$ cat config.mk
export PLATFORM = sky130hd
export DESIGN_NAME = pref_tally
export DESIGN_NICKNAME = d
export VERILOG_FILES = /design/src/rtl/pref_tally_pkg.sv /design/src/rtl/pref_rst_sync.sv /design/src/rtl/pref_ballot_check.sv /design/src/rtl/pref_cand_counter.sv /design/src/rtl/pref_score.sv /design/src/rtl/pref_tally.sv
export SDC_FILE = /design/constraint.sdc
export NUM_CORES = 2
export LEC_CHECK = 0
export BUFFER_PORTS_ARGS = -buffer_cell sky130_fd_sc_hd__buf_2
export CAP_MARGIN = 10
export CORE_MARGIN = 5
export CORE_UTILIZATION = 55
export CTS_CLUSTER_SIZE = 30
export DETAILED_ROUTE_END_ITERATION = 16
export PLACE_DENSITY = 0.71
export SLEW_MARGIN = 10
export SYNTH_ARGS = -nofsm -noshare
export SYNTH_HDL_FRONTEND = slang
export SYNTH_SLANG_ARGS = --single-unit
$ cat constraint.sdc
create_clock -name clk -period 38.6 [get_ports clk]
set_input_delay 3.86 -clock clk [delete_from_list [all_inputs] [get_ports clk]]
set_output_delay 3.86 -clock clk [all_outputs]
set_load 0.005 [all_outputs]
$ cat src/rtl/pref_tally_pkg.sv
package pref_tally_pkg;
  localparam int unsigned TALLY_CAND = 20;
  localparam int unsigned TALLY_RANK = 3;
  localparam int unsigned TALLY_CNT_W = 14;
  localparam int unsigned TALLY_WT_W = 8;
endpackage

$ cat src/rtl/pref_rst_sync.sv
module pref_rst_sync (
  input  logic clk,
  input  logic rst_n,
  output logic rst_s_n
);
  logic [1:0] sync_q;

  always_ff @(posedge clk or negedge rst_n) begin
    if (!rst_n) sync_q <= 2'b00;
    else        sync_q <= {sync_q[0], 1'b1};
  end

  assign rst_s_n = sync_q[1];
endmodule

$ cat src/rtl/pref_ballot_check.sv
module pref_ballot_check #(
  parameter int unsigned NUM_CAND = 20,
  parameter int unsigned NUM_RANK = 3,
  parameter int unsigned IDX_W    = 5,
  parameter int unsigned WT_W     = 8
) (
  input  logic                           vote_valid,
  input  logic [NUM_RANK-1:0][IDX_W-1:0] idx_a,
  input  logic [NUM_RANK-1:0]            rank_ok,
  input  logic [NUM_RANK-1:0][WT_W-1:0]  wt_a,
  output logic                           accept
);
  logic mask_ok, wt_ok, range_ok, dup_free;

  always_comb begin
    mask_ok = 1'b0;
    for (int k = 1; k <= NUM_RANK; k++) begin
      if (rank_ok == NUM_RANK'((1 << k) - 1)) mask_ok = 1'b1;
    end
    wt_ok = 1'b1;
    for (int r = 1; r < NUM_RANK; r++) begin
      if (wt_a[r] >= wt_a[r-1]) wt_ok = 1'b0;
    end
    range_ok = 1'b1;
    for (int r = 0; r < NUM_RANK; r++) begin
      if (rank_ok[r] && (int'(idx_a[r]) >= NUM_CAND)) range_ok = 1'b0;
    end
    dup_free = 1'b1;
    for (int a = 0; a < NUM_RANK; a++) begin
      for (int b = a + 1; b < NUM_RANK; b++) begin
        if (rank_ok[a] && rank_ok[b] && (idx_a[a] == idx_a[b])) dup_free = 1'b0;
      end
    end
    accept = vote_valid & mask_ok & wt_ok & range_ok & dup_free;
  end
endmodule

$ cat src/rtl/pref_cand_counter.sv
module pref_cand_counter #(
  parameter int unsigned NUM_RANK = 3,
  parameter int unsigned CNT_W    = 14
) (
  input  logic                           clk,
  input  logic                           rst_n,
  input  logic                           clear,
  input  logic [NUM_RANK-1:0]            inc,
  output logic [NUM_RANK-1:0][CNT_W-1:0] cnt
);
  localparam logic [CNT_W-1:0] CNT_MAX = {CNT_W{1'b1}};

  logic [NUM_RANK-1:0][CNT_W-1:0] cnt_q, cnt_d;
  logic                           cnt_en;

  always_comb begin
    cnt_d  = cnt_q;
    cnt_en = clear | (|inc);
    for (int r = 0; r < NUM_RANK; r++) begin
      if (clear)                          cnt_d[r] = '0;
      else if (inc[r] && cnt_q[r] != CNT_MAX) cnt_d[r] = cnt_q[r] + 1'b1;
    end
  end

  always_ff @(posedge clk or negedge rst_n) begin
    if (!rst_n)      cnt_q <= '0;
    else if (cnt_en) cnt_q <= cnt_d;
  end

  assign cnt = cnt_q;

  a_r10_idle_hold: assert property (@(posedge clk) disable iff (!rst_n)
    (!clear && inc == '0) |=> $stable(cnt_q));

  for (genvar r = 0; r < NUM_RANK; r++) begin : g_chk
    a_r8_clear_zero: assert property (@(posedge clk) disable iff (!rst_n)
      clear |=> (cnt_q[r] == '0));
    a_r9_no_decrease: assert property (@(posedge clk) disable iff (!rst_n)
      !clear |=> (cnt_q[r] >= $past(cnt_q[r])));
  end
endmodule

$ cat src/rtl/pref_score.sv
module pref_score #(
  parameter int unsigned NUM_CAND = 20,
  parameter int unsigned NUM_RANK = 3,
  parameter int unsigned IDX_W    = 5,
  parameter int unsigned CNT_W    = 14,
  parameter int unsigned WT_W     = 8,
  parameter int unsigned SCORE_W  = 24
) (
  input  logic [NUM_CAND-1:0][NUM_RANK-1:0][CNT_W-1:0] cnt_all,
  input  logic [IDX_W-1:0]                             rd_idx,
  input  logic [NUM_RANK-1:0][WT_W-1:0]                wt_a,
  output logic [NUM_RANK-1:0][CNT_W-1:0]               rd_cnt,
  output logic [SCORE_W-1:0]                           rd_score
);
  always_comb begin
    rd_cnt = '0;
    for (int c = 0; c < NUM_CAND; c++) begin
      if (rd_idx == IDX_W'(c)) rd_cnt = cnt_all[c];
    end
    rd_score = '0;
    for (int r = 0; r < NUM_RANK; r++) begin
      rd_score = rd_score + SCORE_W'(rd_cnt[r]) * SCORE_W'(wt_a[r]);
    end
  end
endmodule

$ cat src/rtl/pref_tally.sv
module pref_tally
  import pref_tally_pkg::*;
#(
  parameter int unsigned NUM_CAND = TALLY_CAND,
  parameter int unsigned NUM_RANK = TALLY_RANK,
  parameter int unsigned CNT_W    = TALLY_CNT_W,
  parameter int unsigned WT_W     = TALLY_WT_W,
  localparam int unsigned IDX_W   = $clog2(NUM_CAND),
  localparam int unsigned SCORE_W = CNT_W + WT_W + $clog2(NUM_RANK)
) (
  input  logic                      clk,
  input  logic                      rst_n,
  input  logic                      clear,
  input  logic                      vote_valid,
  input  logic [NUM_RANK*IDX_W-1:0] vote_idx,
  input  logic [NUM_RANK-1:0]       vote_rank_ok,
  input  logic [WT_W-1:0]           wt_x,
  input  logic [WT_W-1:0]           wt_y,
  input  logic [WT_W-1:0]           wt_z,
  input  logic [IDX_W-1:0]          rd_idx,
  output logic [CNT_W-1:0]          rd_cnt1,
  output logic [CNT_W-1:0]          rd_cnt2,
  output logic [CNT_W-1:0]          rd_cnt3,
  output logic [SCORE_W-1:0]        rd_score,
  output logic                      err
);
  logic                                     rst_s_n;
  logic [NUM_RANK-1:0][IDX_W-1:0]           idx_a;
  logic [NUM_RANK-1:0][WT_W-1:0]            wt_a;
  logic                                     accept;
  logic                                     err_d, err_q;
  logic [NUM_CAND-1:0][NUM_RANK-1:0]        inc_all;
  logic [NUM_CAND-1:0][NUM_RANK-1:0][CNT_W-1:0] cnt_all;
  logic [NUM_RANK-1:0][CNT_W-1:0]           rd_cnt;

  assign idx_a = vote_idx;
  assign wt_a  = {wt_z, wt_y, wt_x};

  pref_rst_sync u_rst (.clk(clk), .rst_n(rst_n), .rst_s_n(rst_s_n));

  pref_ballot_check #(
    .NUM_CAND(NUM_CAND), .NUM_RANK(NUM_RANK), .IDX_W(IDX_W), .WT_W(WT_W)
  ) u_check (
    .vote_valid(vote_valid), .idx_a(idx_a), .rank_ok(vote_rank_ok),
    .wt_a(wt_a), .accept(accept)
  );

  for (genvar c = 0; c < NUM_CAND; c++) begin : g_cand
    for (genvar r = 0; r < NUM_RANK; r++) begin : g_rank
      assign inc_all[c][r] = accept & vote_rank_ok[r] & (idx_a[r] == IDX_W'(c));
    end
    pref_cand_counter #(.NUM_RANK(NUM_RANK), .CNT_W(CNT_W)) u_cnt (
      .clk(clk), .rst_n(rst_s_n), .clear(clear),
      .inc(inc_all[c] & {NUM_RANK{~clear}}), .cnt(cnt_all[c])
    );
  end

  assign err_d = vote_valid & ~accept;

  always_ff @(posedge clk or negedge rst_s_n) begin
    if (!rst_s_n) err_q <= 1'b0;
    else          err_q <= err_d;
  end

  assign err = err_q;

  pref_score #(
    .NUM_CAND(NUM_CAND), .NUM_RANK(NUM_RANK), .IDX_W(IDX_W),
    .CNT_W(CNT_W), .WT_W(WT_W), .SCORE_W(SCORE_W)
  ) u_score (
    .cnt_all(cnt_all), .rd_idx(rd_idx), .wt_a(wt_a),
    .rd_cnt(rd_cnt), .rd_score(rd_score)
  );

  assign rd_cnt1 = rd_cnt[0];
  assign rd_cnt2 = rd_cnt[1];
  assign rd_cnt3 = rd_cnt[2];

  a_r4_accept_weights: assert property (@(posedge clk) disable iff (!rst_s_n)
    accept |-> (wt_x > wt_y && wt_y > wt_z));

  a_r5_accept_distinct: assert property (@(posedge clk) disable iff (!rst_s_n)
    accept |-> !((vote_rank_ok[0] && vote_rank_ok[1] && idx_a[0] == idx_a[1]) ||
                 (vote_rank_ok[0] && vote_rank_ok[2] && idx_a[0] == idx_a[2]) ||
                 (vote_rank_ok[1] && vote_rank_ok[2] && idx_a[1] == idx_a[2])));

  a_r6_accept_contiguous: assert property (@(posedge clk) disable iff (!rst_s_n)
    accept |-> (vote_rank_ok == 3'b001 || vote_rank_ok == 3'b011 || vote_rank_ok == 3'b111));

  a_r4_reject_holds: assert property (@(posedge clk) disable iff (!rst_s_n)
    (vote_valid && !accept && !clear) |=> ($stable(cnt_all) && err));

  a_r10_no_err_idle: assert property (@(posedge clk) disable iff (!rst_s_n)
    !vote_valid |=> !err);
endmodule

==> impl_metrics.xml <==
<?xml version="1.0" encoding="UTF-8"?>
<metrics>
  <group name="route">
    <metric name="ant_nets" unit="">0</metric>
    <metric name="vias" unit="">58900</metric>
    <metric name="drt_first_pass_iters" unit="">9</metric>
    <metric name="avgRoutedWirePerCell" unit="um">25.5</metric>
    <metric name="drc" unit="">0</metric>
    <metric name="viasPerCell" unit="">6.64</metric>
    <metric name="route.final.wire_length" unit="mm">226</metric>
    <metric name="drt_iter0_drc" unit="">8440</metric>
  </group>
  <group name="global_routing">
    <metric name="number_of_global_route_vias_before_repair" unit="">55600</metric>
    <metric name="grt.total_usage" unit="%">36.2</metric>
    <metric name="grt_pass1_wl" unit="mm">342</metric>
    <metric name="grt_antenna_before_repair" unit="">15</metric>
    <metric name="grt_start_max_net_pins" unit="">158</metric>
    <metric name="globalRoute.totalOverflow" unit="">0</metric>
  </group>
  <group name="sta">
    <metric name="finalCriticalPeriod" unit="ns">21.63</metric>
    <metric name="maxSlewHeadroom" unit="%">11.6</metric>
    <metric name="clock.fmax" unit="MHz">46.2</metric>
    <metric name="finClkSkew" unit="ns">0.0391</metric>
    <metric name="setup_viol" unit="">0</metric>
    <metric name="grt_setup_unrepaired" unit="">no</metric>
    <metric name="worstMarginPinSlew" unit="ns">1.32</metric>
    <metric name="setup-tns-final" unit="ns">0</metric>
    <metric name="final.hold.worst_slack" unit="ns">0.348</metric>
    <metric name="final_min_period_over_clock_period" unit="%">56.0</metric>
    <metric name="layout_setup_ws" unit="ns">16.97</metric>
    <metric name="timing.final.hold_violations" unit="">0</metric>
    <metric name="slew_violations" unit="">0</metric>
  </group>
  <group name="logic_synthesis">
    <metric name="ys_async_sr_fraction" unit="%">100</metric>
    <metric name="synth.yosys.seq_area_share" unit="%">33.5</metric>
    <metric name="syn_area" unit="um2">62900</metric>
    <metric name="count_of_flip_flops_with_a_built_in_enable_after_synthesis" unit="">0</metric>
    <metric name="synth_nets" unit="">7841</metric>
    <metric name="ys_warn_count" unit="">0</metric>
    <metric name="post_synth_num_cell_types" unit="">94</metric>
    <metric name="postSynthRegisterBits" unit="">843</metric>
    <metric name="synth_top_flop_cell" unit="">sky130_fd_sc_hd__dfrtp_1</metric>
    <metric name="syn-mean-instance-area" unit="um2">8.59</metric>
    <metric name="netlist_instances" unit="">7324</metric>
  </group>
  <group name="worst_setup_path">
    <metric name="slowest_stage" unit="">sky130_fd_sc_hd__a31oi_1</metric>
    <metric name="crit_top_cell" unit="">sky130_fd_sc_hd__fa_1</metric>
    <metric name="critPathKind" unit="">input pin to primary output</metric>
    <metric name="worst_setup_path_start_kind" unit="">input pin</metric>
    <metric name="rr_worst_depth" unit="">3</metric>
    <metric name="worstPathArrival" unit="ns">17.77</metric>
    <metric name="worstSetupEndpointType" unit="">primary output</metric>
    <metric name="critical_path_required" unit="ns">34.74</metric>
    <metric name="critPathMaxStageDelay" unit="ns">1.09</metric>
    <metric name="critical_path_peak_fanout" unit="">39</metric>
  </group>
  <group name="final_layout">
    <metric name="finalCoreUtilization" unit="%">60.0</metric>
    <metric name="finalNetCount" unit="">7788</metric>
    <metric name="final.fill_count" unit="">10100</metric>
    <metric name="layout.cells.non_filler" unit="">8872</metric>
    <metric name="area_growth_syn_to_fin" unit="%">8.71</metric>
    <metric name="final_layout_size_suffix_gt1_share" unit="%">7.49</metric>
  </group>
  <group name="clocking">
    <metric name="clock_latency" unit="ns">0.72</metric>
    <metric name="cts_made_buffers" unit="">99</metric>
    <metric name="ctsLongestPathBuffers" unit="">3</metric>
    <metric name="tritoncts" unit="">built</metric>
    <metric name="clock_sink_count" unit="">843</metric>
    <metric name="cts.htree.levels" unit="">3</metric>
    <metric name="path_clk_slew" unit="ns">0.06</metric>
    <metric name="cts_hold_repair.buffers" unit="">0</metric>
    <metric name="root_buffer" unit="">sky130_fd_sc_hd__clkbuf_16</metric>
    <metric name="post_cts.repair.setup_buffers" unit="">0</metric>
    <metric name="post_cts.resized_instances" unit="">0</metric>
  </group>
  <group name="pwr">
    <metric name="power_leakage" unit="nW">28.0</metric>
    <metric name="vdd_ir_drop_max" unit="mV">0.0735</metric>
    <metric name="pwr_density_cell" unit="nW/um2">41.1</metric>
  </group>
  <group name="min_path">
    <metric name="whs_path_cells" unit="">0</metric>
    <metric name="min-delay-path-class" unit="">register to register</metric>
  </group>
  <group name="die">
    <metric name="num_rows" unit="">124</metric>
    <metric name="initial_core_util" unit="%">55.2</metric>
    <metric name="die_width" unit="um">348</metric>
    <metric name="floorplan.die_area" unit="um2">121000</metric>
    <metric name="io_pins" unit="">118</metric>
    <metric name="y_dimension_of_the_die" unit="um">348</metric>
    <metric name="core_region_area" unit="um2">114000</metric>
  </group>
  <group name="placement">
    <metric name="place_congestion" unit="">1.04</metric>
    <metric name="placement.setup.worst_slack" unit="ns">17.46</metric>
    <metric name="port-buffer-count" unit="">117</metric>
    <metric name="dpl.cell_count" unit="">8682</metric>
    <metric name="detailedPlacementHpwl" unit="mm">164</metric>
  </group>
  <group name="flow_run">
    <metric name="cap_violations" unit="">0</metric>
  </group>
  <group name="outcome">
    <metric name="run_status" unit="">completed</metric>
  </group>
</metrics>
layer usage:
| layer | GRT usage, % | vias to the layer above | wire length (um) |
|---|---|---|---|
| met5 | 0 | - | 244 |
| met4 | 16.9 | 12 | 12600 |
| met3 | 10.3 | 780 | 28600 |
| met1 | 49.1 | 28900 | 87300 |
| li1 | - | 25700 | - |
| met2 | 54.1 | 3523 | 97200 |
layout by cell type (no fill, tap or decap), types with 38 or more instances in the layout:
master / instances
sky130_fd_sc_hd__xnor2_1: 468
sky130_fd_sc_hd__ha_1: 193
sky130_fd_sc_hd__mux2i_1: 66
sky130_fd_sc_hd__fa_1: 273
sky130_fd_sc_hd__nand4_1: 170
sky130_fd_sc_hd__nor3_1: 267
sky130_fd_sc_hd__and2_1: 148
sky130_fd_sc_hd__nor4_1: 191
sky130_fd_sc_hd__nand2_1: 615
sky130_fd_sc_hd__o31ai_1: 81
sky130_fd_sc_hd__nor2b_1: 62
sky130_fd_sc_hd__nand2b_1: 48
sky130_fd_sc_hd__o22ai_1: 57
sky130_fd_sc_hd__a222oi_1: 38
sky130_fd_sc_hd__a221oi_1: 43
sky130_fd_sc_hd__nand3_1: 331
sky130_fd_sc_hd__clkbuf_16: 100
sky130_fd_sc_hd__a21oi_1: 374
sky130_fd_sc_hd__o21ai_0: 273
sky130_fd_sc_hd__a22oi_1: 79
sky130_fd_sc_hd__buf_2: 114
sky130_fd_sc_hd__xor2_1: 95
sky130_fd_sc_hd__and4_1: 62
sky130_fd_sc_hd__or3_1: 146
sky130_fd_sc_hd__buf_4: 125
sky130_fd_sc_hd__inv_1: 533
sky130_fd_sc_hd__dfrtp_1: 842
sky130_fd_sc_hd__and3_1: 150
sky130_fd_sc_hd__or4_1: 81
sky130_fd_sc_hd__nor2_1: 768
logic make-up after synthesis:
logic type	after synthesis	synth area share, %
muxes	114	2.11
adders and majority gates	466	12.5
buffers and inverters	935	5.72
other	1	0.00596
DFF	843	33.5
xor gates and xnor gates	563	7.84
and+or+nand+nor	3120	24.9
AOI/OAI and AO/OA	1282	13.4
cells in the mapped netlist (13+ instances only):
master / count / share of area, %
sky130_fd_sc_hd__nor3b_1: 13 / 0.16
sky130_fd_sc_hd__and4_1: 62 / 0.86
sky130_fd_sc_hd__o31ai_1: 82 / 0.98
sky130_fd_sc_hd__nand4_1: 170 / 1.7
sky130_fd_sc_hd__o21a_1: 19 / 0.23
sky130_fd_sc_hd__nand3_1: 331 / 2.6
sky130_fd_sc_hd__xnor2_1: 468 / 6.5
sky130_fd_sc_hd__mux2i_1: 66 / 1.1
sky130_fd_sc_hd__a22o_1: 17 / 0.24
sky130_fd_sc_hd__nor2b_1: 63 / 0.63
sky130_fd_sc_hd__dfrtp_1: 843 / 34
sky130_fd_sc_hd__nand2_1: 615 / 3.7
sky130_fd_sc_hd__o22ai_1: 57 / 0.57
sky130_fd_sc_hd__xor2_1: 95 / 1.3
sky130_fd_sc_hd__a222oi_1: 38 / 0.60
sky130_fd_sc_hd__nand2b_1: 48 / 0.48
sky130_fd_sc_hd__a31o_2: 15 / 0.21
sky130_fd_sc_hd__or4_1: 81 / 0.97
sky130_fd_sc_hd__a21o_1: 22 / 0.26
sky130_fd_sc_hd__clkbuf_1: 293 / 1.7
sky130_fd_sc_hd__nor2_1: 775 / 4.6
sky130_fd_sc_hd__inv_1: 534 / 3.2
sky130_fd_sc_hd__mux2_2: 37 / 0.66
sky130_fd_sc_hd__or2_2: 16 / 0.16
sky130_fd_sc_hd__ha_1: 193 / 3.8
sky130_fd_sc_hd__buf_1: 39 / 0.23
sky130_fd_sc_hd__a211oi_1: 25 / 0.30
sky130_fd_sc_hd__nor3_1: 271 / 2.2
sky130_fd_sc_hd__a31oi_1: 37 / 0.37
sky130_fd_sc_hd__a221oi_1: 43 / 0.60
sky130_fd_sc_hd__buf_2: 66 / 0.53
sky130_fd_sc_hd__o21ai_0: 273 / 2.2
sky130_fd_sc_hd__nor4_1: 192 / 1.9
sky130_fd_sc_hd__o211ai_1: 27 / 0.32
sky130_fd_sc_hd__a21oi_1: 376 / 3.0
sky130_fd_sc_hd__and2_1: 149 / 1.5
sky130_fd_sc_hd__o2111ai_1: 14 / 0.19
sky130_fd_sc_hd__and3_1: 150 / 1.5
sky130_fd_sc_hd__a22oi_1: 79 / 0.94
sky130_fd_sc_hd__or3_1: 146 / 1.5
sky130_fd_sc_hd__o221ai_1: 18 / 0.25
sky130_fd_sc_hd__fa_1: 273 / 8.7
through the flow:
step           power, mW  area [um2]
2_1_floorplan       1.54       62900
3_3_place_gp        1.84       65100
3_5_place_dp        1.86       65100
4_1_cts             2.82       68400
5_1_grt             2.98       68400
6_report            2.81       68400
state kept, by name (all words and copies together) (netlist names):
name              cells
g_cand.u_cnt.cnt    840
err                   1
u_rst.sync_q          2
layout make-up:
type / count / area [um2] / share of cell area, %
flip-flops and latches: 843 / 21100 / 30.8
multi-input cells: 5546 / 38500 / 56.2
inverters: 536 / 2010 / 2.94
well taps: 1512 / 1890 / 2.77
diodes: 8 / 20.0 / 0.0293
clock buffers: 139 / 2900 / 4.24
repair buffers: 245 / 1620 / 2.36
clock inverters: 43 / 403 / 0.589
worst max-delay path, delay by kind of cell:
kind	cells	cell delay [ns]
adder cells (fa/ha/maj)	12	5.88
AO/OA/AOI/OAI	10	4.00
AND/OR/NAND/NOR	7	1.96
buffers and inverters	8	1.76
XOR/XNOR	1	0.25
final timing paths:
kind	start	slack [ns]	endpoint
worst min register to register	u_rst.sync_q[0]$_DFF_PN0_	0.35	u_rst.sync_q[1]$_DFF_PN0_
min in group asynchronous	u_rst.sync_q[1]$_DFF_PN0_	0.44	g_cand[8].u_cnt.cnt[32]$_DFFE_PN0P_
worst max-delay path	rd_idx[2]	16.97	rd_score[22]
max in group asynchronous	u_rst.sync_q[1]$_DFF_PN0_	34.99	g_cand[12].u_cnt.cnt[27]$_DFFE_PN0P_
worst max register to register	u_rst.sync_q[1]$_DFF_PN0_	34.99	g_cand[12].u_cnt.cnt[27]$_DFFE_PN0P_
worst min-delay path	u_rst.sync_q[0]$_DFF_PN0_	0.35	u_rst.sync_q[1]$_DFF_PN0_
power breakdown:
part           total (mW)  leakage [nW]  switching, mW  internal [mW]
clock               0.962          1.64          0.405          0.557
sequential          0.886          11.8        0.00203          0.884
combinational       0.963          14.6          0.582          0.382
total                2.81          28.0          0.989           1.82
Note: power is estimated with default switching activity, not from simulation.
